`src/rtl/pix_clamp_pkg.sv`:
```
package pix_clamp_pkg;

   localparam int FMT_W = 3;

   typedef enum logic [FMT_W-1:0] {
      FMT_NOCLAMP = 3'd0,
      FMT_STUDIO8 = 3'd1,
      FMT_STUDIO10 = 3'd2,
      FMT_STUDIO12 = 3'd3,
      FMT_PROG = 3'd7
   } fmt_e;

   // studio-range window limits at each native component width
   localparam int LO_AT8 = 16;
   localparam int HI_AT8 = 235;
   localparam int LO_AT10 = 64;
   localparam int HI_AT10 = 940;
   localparam int LO_AT12 = 256;
   localparam int HI_AT12 = 3760;

endpackage

```
`src/rtl/pix_clamp_cfg_seq.sv`:
```
module pix_clamp_cfg_seq
   import pix_clamp_pkg::*;
(
   input  logic             clk,
   input  logic             rst_n,
   input  logic             req_en,
   input  logic [FMT_W-1:0] req_fmt,
   output logic             app_en,
   output logic [FMT_W-1:0] app_fmt
);
   localparam int CFG_W = FMT_W + 1;

   logic [CFG_W-1:0] req_cfg;
   logic [CFG_W-1:0] app_cfg;
   logic             app_idle;
   logic             changing;

   assign req_cfg  = {req_en, req_fmt};
   assign app_idle = (app_cfg == '0);
   assign changing = (req_cfg != app_cfg);

   // a live setting is always cleared for one cycle before the next applies
   always_ff @(posedge clk) begin
      if (!rst_n) begin
         app_cfg <= '0;
      end else if (changing && !app_idle) begin
         app_cfg <= '0;
      end else begin
         app_cfg <= req_cfg;
      end
   end

   assign app_en  = app_cfg[CFG_W-1];
   assign app_fmt = app_cfg[FMT_W-1:0];
endmodule

```
`src/rtl/pix_clamp_bounds.sv`:
```
module pix_clamp_bounds #(
   parameter int DATA_W = 12,
   parameter int NUM_CH = 3,
   parameter logic [DATA_W-1:0] LO_RST = 12'h010,
   parameter logic [DATA_W-1:0] HI_RST = 12'hFEF
) (
   input  logic                     clk,
   input  logic                     rst_n,
   input  logic [NUM_CH-1:0]        we,
   input  logic [DATA_W-1:0]        lo_in,
   input  logic [DATA_W-1:0]        hi_in,
   output logic [NUM_CH*DATA_W-1:0] lo_vec,
   output logic [NUM_CH*DATA_W-1:0] hi_vec
);
   for (genvar c = 0; c < NUM_CH; c++) begin : g_ch
      logic [DATA_W-1:0] lo_q;
      logic [DATA_W-1:0] hi_q;

      always_ff @(posedge clk) begin
         if (!rst_n) begin
            lo_q <= LO_RST;
            hi_q <= HI_RST;
         end else if (we[c]) begin
            lo_q <= lo_in;
            hi_q <= hi_in;
         end
      end

      assign lo_vec[c*DATA_W +: DATA_W] = lo_q;
      assign hi_vec[c*DATA_W +: DATA_W] = hi_q;
   end
endmodule

```
`src/rtl/pix_clamp_lane.sv`:
```
module pix_clamp_lane
   import pix_clamp_pkg::*;
#(
   parameter int DATA_W = 12
) (
   input  logic              en,
   input  logic [FMT_W-1:0]  fmt,
   input  logic [DATA_W-1:0] prog_lo,
   input  logic [DATA_W-1:0] prog_hi,
   input  logic [DATA_W-1:0] din,
   output logic [DATA_W-1:0] dout
);
   localparam logic [DATA_W-1:0] W8_LO  = DATA_W'(LO_AT8)  << (DATA_W - 8);
   localparam logic [DATA_W-1:0] W8_HI  = DATA_W'(HI_AT8)  << (DATA_W - 8);
   localparam logic [DATA_W-1:0] W10_LO = DATA_W'(LO_AT10) << (DATA_W - 10);
   localparam logic [DATA_W-1:0] W10_HI = DATA_W'(HI_AT10) << (DATA_W - 10);
   localparam logic [DATA_W-1:0] W12_LO = DATA_W'(LO_AT12) << (DATA_W - 12);
   localparam logic [DATA_W-1:0] W12_HI = DATA_W'(HI_AT12) << (DATA_W - 12);

   logic              act;
   logic [DATA_W-1:0] lo_s;
   logic [DATA_W-1:0] hi_s;
   logic [DATA_W-1:0] floor_s;

   always_comb begin
      act  = en;
      lo_s = '0;
      hi_s = '1;
      case (fmt)
         FMT_STUDIO8: begin
            lo_s = W8_LO;
            hi_s = W8_HI;
         end
         FMT_STUDIO10: begin
            lo_s = W10_LO;
            hi_s = W10_HI;
         end
         FMT_STUDIO12: begin
            lo_s = W12_LO;
            hi_s = W12_HI;
         end
         FMT_PROG: begin
            lo_s = prog_lo;
            hi_s = prog_hi;
         end
         default: act = 1'b0;
      endcase
   end

   // floor first, ceiling last: an inverted window resolves to the ceiling
   always_comb begin
      floor_s = (din < lo_s) ? lo_s : din;
      if (!act) begin
         dout = din;
      end else if (floor_s > hi_s) begin
         dout = hi_s;
      end else begin
         dout = floor_s;
      end
   end
endmodule

```
`src/rtl/pix_range_clamp.sv`:
```
module pix_range_clamp
   import pix_clamp_pkg::*;
#(
   parameter int DATA_W = 12,
   parameter logic [DATA_W-1:0] PROG_LO_RST = 12'h010,
   parameter logic [DATA_W-1:0] PROG_HI_RST = 12'hFEF
) (
   input  logic              clk,
   input  logic              rst_n,
   input  logic              in_valid,
   input  logic [DATA_W-1:0] in_r,
   input  logic [DATA_W-1:0] in_g,
   input  logic [DATA_W-1:0] in_b,
   input  logic              clamp_en,
   input  logic [2:0]        fmt_code,
   input  logic [2:0]        bnd_we,
   input  logic [DATA_W-1:0] bnd_lo_in,
   input  logic [DATA_W-1:0] bnd_hi_in,
   output logic              out_valid,
   output logic [DATA_W-1:0] out_r,
   output logic [DATA_W-1:0] out_g,
   output logic [DATA_W-1:0] out_b
);
   localparam int NUM_CH = 3;
   localparam int VEC_W  = NUM_CH * DATA_W;

   if (DATA_W < 12) begin : g_bad_width
      $error("pix_range_clamp: DATA_W must be at least 12");
   end

   logic             app_en;
   logic [FMT_W-1:0] app_fmt;
   logic [VEC_W-1:0] lo_vec;
   logic [VEC_W-1:0] hi_vec;
   logic [VEC_W-1:0] pix_in;
   logic [VEC_W-1:0] pix_cl;
   logic [VEC_W-1:0] pix_q;

   assign pix_in = {in_b, in_g, in_r};

   pix_clamp_cfg_seq u_cfg (
      .clk     (clk),
      .rst_n   (rst_n),
      .req_en  (clamp_en),
      .req_fmt (fmt_code),
      .app_en  (app_en),
      .app_fmt (app_fmt)
   );

   pix_clamp_bounds #(
      .DATA_W (DATA_W),
      .NUM_CH (NUM_CH),
      .LO_RST (PROG_LO_RST),
      .HI_RST (PROG_HI_RST)
   ) u_bounds (
      .clk    (clk),
      .rst_n  (rst_n),
      .we     (bnd_we),
      .lo_in  (bnd_lo_in),
      .hi_in  (bnd_hi_in),
      .lo_vec (lo_vec),
      .hi_vec (hi_vec)
   );

   for (genvar c = 0; c < NUM_CH; c++) begin : g_lane
      pix_clamp_lane #(.DATA_W(DATA_W)) u_lane (
         .en      (app_en),
         .fmt     (app_fmt),
         .prog_lo (lo_vec[c*DATA_W +: DATA_W]),
         .prog_hi (hi_vec[c*DATA_W +: DATA_W]),
         .din     (pix_in[c*DATA_W +: DATA_W]),
         .dout    (pix_cl[c*DATA_W +: DATA_W])
      );
   end

   always_ff @(posedge clk) begin
      if (!rst_n) begin
         out_valid <= 1'b0;
         pix_q     <= '0;
      end else begin
         out_valid <= in_valid;
         if (in_valid) begin
            pix_q <= pix_cl;
         end
      end
   end

   assign out_r = pix_q[0*DATA_W +: DATA_W];
   assign out_g = pix_q[1*DATA_W +: DATA_W];
   assign out_b = pix_q[2*DATA_W +: DATA_W];
endmodule

```
`config.mk`:
```
export PLATFORM = sky130hd
export DESIGN_NAME = pix_range_clamp
export DESIGN_NICKNAME = d
export VERILOG_FILES = /design/src/rtl/pix_clamp_pkg.sv /design/src/rtl/pix_clamp_cfg_seq.sv /design/src/rtl/pix_clamp_bounds.sv /design/src/rtl/pix_clamp_lane.sv /design/src/rtl/pix_range_clamp.sv
export SDC_FILE = /design/constraint.sdc
export NUM_CORES = 1
export LEC_CHECK = 0
export BUFFER_PORTS_ARGS = -buffer_cell sky130_fd_sc_hd__buf_4
export CAP_MARGIN = 15
export CORE_AREA = 2 2 125 127
export DETAILED_ROUTE_END_ITERATION = 10
export DIE_AREA = 0 0 127 129
export PLACE_DENSITY_LB_ADDON = 0.05
export SETUP_SLACK_MARGIN = 0.1
export SLEW_MARGIN = 20
export SYNTH_ARGS = -nofsm -noshare
export SYNTH_HDL_FRONTEND = slang
export SYNTH_SLANG_ARGS = --single-unit
```
`constraint.sdc`:
```
create_clock -name clk -period 7.5 [get_ports clk]
set_input_delay 1.125 -clock clk [delete_from_list [all_inputs] [get_ports clk]]
set_output_delay 1.125 -clock clk [all_outputs]
set_load 0.03 [all_outputs]
```
==> impl_metrics.csv <==
group,metric,value,unit
drt,detail_route.iter0.violations,845,
final_layout,nNetsFinal,1113,
synth,syn_inst,903,
sta,skew,9.19,ps
global_route,grt_max_degree,69,
final_layout,antenna_cells,0,
clocking,cts.htree.levels,4,
synth,ys_seq_area_share,30.4,%
floorplan,io_pins,107,
setup_path,cp-start-kind,"flip-flop",
synth,yosysTopAreaCell,"dfxtp_1",
floorplan,initial_utilization,49.6,%
place,placed_cell_area,0.00826,sq mm
drt,viasPerCell,6.30,
synth,synthMostInstantiatedCell,"dfxtp_1",
place,routabilityCongestion,0.921,
clocking,clock-root-buffer,"clkbuf_16",
drt,routed_wirelength,24700,um
synth,synth_edf_count,0,
final_layout,fin_area,0.00886,sq mm
sta,worst_slew_pin_slew,1050,ps
place,dp_hpwl,17700,um
setup_path,crit_top_cell,"ha_1",
setup_path,cp_num_buf_inv,0,
setup_path,r2r_slack,1660,ps
clocking,post_cts_buffers,0,
setup_path,r2r_start,"u_cfg.app_cfg[2]$_SDFF_PP0_",
synth,syn-num-nets,1042,
synth,synth_top_area_share,30.4,%
drt,antenna_left,0,
setup_path,slowest_delay,920,ps
floorplan,die_h,129,um
global_route,grt_pass1_vias,7000,
sta,setup_viol,0,
sta,max_slew_margin,29.2,%
sta,rsz0062_at_grt,"no",
power_and_ir_drop,peakVddDrop,0.000158,V
clocking,tritoncts,"yes",
clocking,cts_hold_buf,0,
clocking,clock_latency,420,ps
synth,synth_area_leaders,"dfxtp_1 (30%), ha_1 (12%), mux2i_1 (9.7%), nand2_1 (5.5%), a21oi_1 (5.3%)",
power_and_ir_drop,p_leak,3.85,nW
sta,hold_viol,0,
clocking,cts_sinks,113,
synth,synth_seq_cells,113,
setup_path,path_cells,"and3_2, nand2_1, ha_1, o211ai_1, a2111o_1, a31oi_1, or2_2, o21ai_0, ha_1, nand4_1, a311oi_1, a2111oi_1, o21ai_1, a221oi_2, a211oi_1",
floorplan,rows,45,
hold_path,hold_path_class,"reg2reg",
synth,syn_avg_cell_area,8.23,sq um
status,status,"complete, no violations",
sta,maxSlewViolCount,0,
global_route,gr-usage-all-layers,30.1,%
floorplan,die_area,0.0164,sq mm
synth,netlist-cell-type-count,60,
sta,fin_crit,5840,ps
place,portBuffers,106,
flow_run,cap_violations,0,
sta,fin_crit_sh,77.9,%
setup_path,worstSetupPathType,"reg2reg",
synth,synth_top_cells_by_count,"dfxtp_1 (113), nand2_1 (109), nor2_1 (90)",
drt,post_drt_wl_per_cell,21.0,um
sta,finalSetupTns,0,ps
global_route,overflow,0,
setup_path,timing.critical_path.arrival,6090,ps
synth,ys.flop_type,"dfxtp_1",
floorplan,die_w,127,um
floorplan,design.core.area,0.0150,sq mm
synth,synth_warnings,0,
setup_path,crit_required,7750,ps
sta,fmax,171,MHz
synth,synthArstFlopShare,0,%
setup_path,crit_fanout,54,
clocking,cts.clk_slew.worst_paths,60,ps
hold_path,min_from,"u_bounds.g_ch[1].hi_q[10]$_SDFFE_PN1P_",
power_and_ir_drop,power_density,210,mW/mm^2
clocking,cts-resized-gates,0,
global_route,grt_pass1_wl,38400,um
drt,drc,0,
setup_path,crit_family,"compound AO/OA/AOI/OAI gates",
drt,drtPass1Iterations,5,
clocking,cts_made_buffers,17,
global_route,antenna_found_initial,0,
final_layout,synthToLayoutAreaGrowth,19.2,%
setup_path,slowest_stage,"and3_2",
setup_path,cp-end-kind,"flip-flop",
synth,synthesis.area,0.00743,sq mm
clocking,clk_path_buf_depth,2,
drt,dr_total_vias,7398,
setup_path,worstSetupStartpoint,"u_cfg.app_cfg[2]$_SDFF_PP0_",
final_layout,drive_above_1_share,17.1,%
[kinds of logic after synthesis]
group / after synthesis / share of synthesized area [%]
AND/OR/NAND/NOR: 291 / 17.9
AO/OA/AOI/OAI: 288 / 26.1
flip-flops: 113 / 30.4
multiplexers: 72 / 9.70
adder cells (fa/ha/maj): 69 / 11.6
buffers and inverters: 66 / 3.75
XOR/XNOR: 4 / 0.471
[power by group]
part           internal (mW)  leakage (nW)  switching, mW
clock network          0.535         0.281          0.290
registers              0.640         0.935         0.0359
logic                  0.148          2.63          0.212
[flip-flops by register name, summed over array words and instances (netlist names)]
name / count
u_bounds.g_ch.hi_q: 36
pix_q: 36
u_bounds.g_ch.lo_q: 36
out_valid: 1
u_cfg.app_cfg: 4
[worst reg2reg max path, cell delays in order, from the launching register on]
cell and delay, ps:
dfxtp_1 410, and3_2 920, nand2_1 200, ha_1 380, o211ai_1 120, a2111o_1 370
a31oi_1 410, or2_2 420, o21ai_0 220, ha_1 360, nand4_1 150, a311oi_1 80
a2111oi_1 800, o21ai_1 430, a221oi_2 310, a211oi_1 80
[metrics by stage]
| stage | utilization, % | hold WS [ps] | setup WS (ps) | instances | power (mW) |
|---|---|---|---|---|---|
| floorplan | - | 441 | 2350 | 903 | 0.906 |
| global route | 59.2 | 510 | 1200 | 1174 | 1.93 |
| finish | 59.2 | 488 | 1660 | 1174 | 1.86 |
| CTS | 59.1 | 489 | 1640 | 1174 | 1.87 |
| detailed placement | 55.2 | 466 | 1770 | 1143 | 1.04 |
| global placement | 55.2 | 456 | 1960 | 1143 | 1.03 |
[placed cells by master, fill, tap and decap left out, drive strengths merged, types with 5 or more instances in the layout]
cell,Yosys,routed
a211oi,7,7
a21boi,10,10
a21o,14,14
a21oi,78,78
a221oi,25,25
a22oi,6,6
a31oi,8,8
and2,6,6
and3,17,17
buf,18,113
clkbuf,43,21
dfxtp,113,113
ha,69,69
mux2i,72,72
nand2,110,110
nand2b,5,5
nand3,12,12
nand4,12,12
nor2,90,90
nor2b,7,7
nor3,9,9
o2111a,8,8
o211ai,5,5
o21a,8,8
o21ai,66,66
o22ai,12,12
o31ai,11,11
o32ai,13,13
or2,8,8
[final timing paths]
path / endpoint / cells after the start
max reg2reg: pix_q[7]$_SDFFE_PN0P_ / 15
min: u_bounds.g_ch[1].hi_q[10]$_SDFFE_PN1P_ / 2
min reg2reg: u_bounds.g_ch[1].hi_q[10]$_SDFFE_PN1P_ / 2
max: pix_q[7]$_SDFFE_PN0P_ / 15
[routing by layer]
metal	up-vias	GRT usage [%]	wire [um]
met5	-	0	0
met4	0	9.05	434
met3	35	5.57	1640
met2	310	48.6	11400
met1	3526	41.3	11200
li1	3527	-	-
[cell type report]
type                            count  area, sq um
Timing Repair Buffer              113          848
Tap cell                          188          235
Fill cell                        1393         6110
Sequential cell                   113         2260
Inverter                            5         18.8
Clock buffer                       21          460
Clock inverter                     10          135
Multi-Input combinational cell    724         4900
Note: power is estimated with default switching activity, not from simulation.
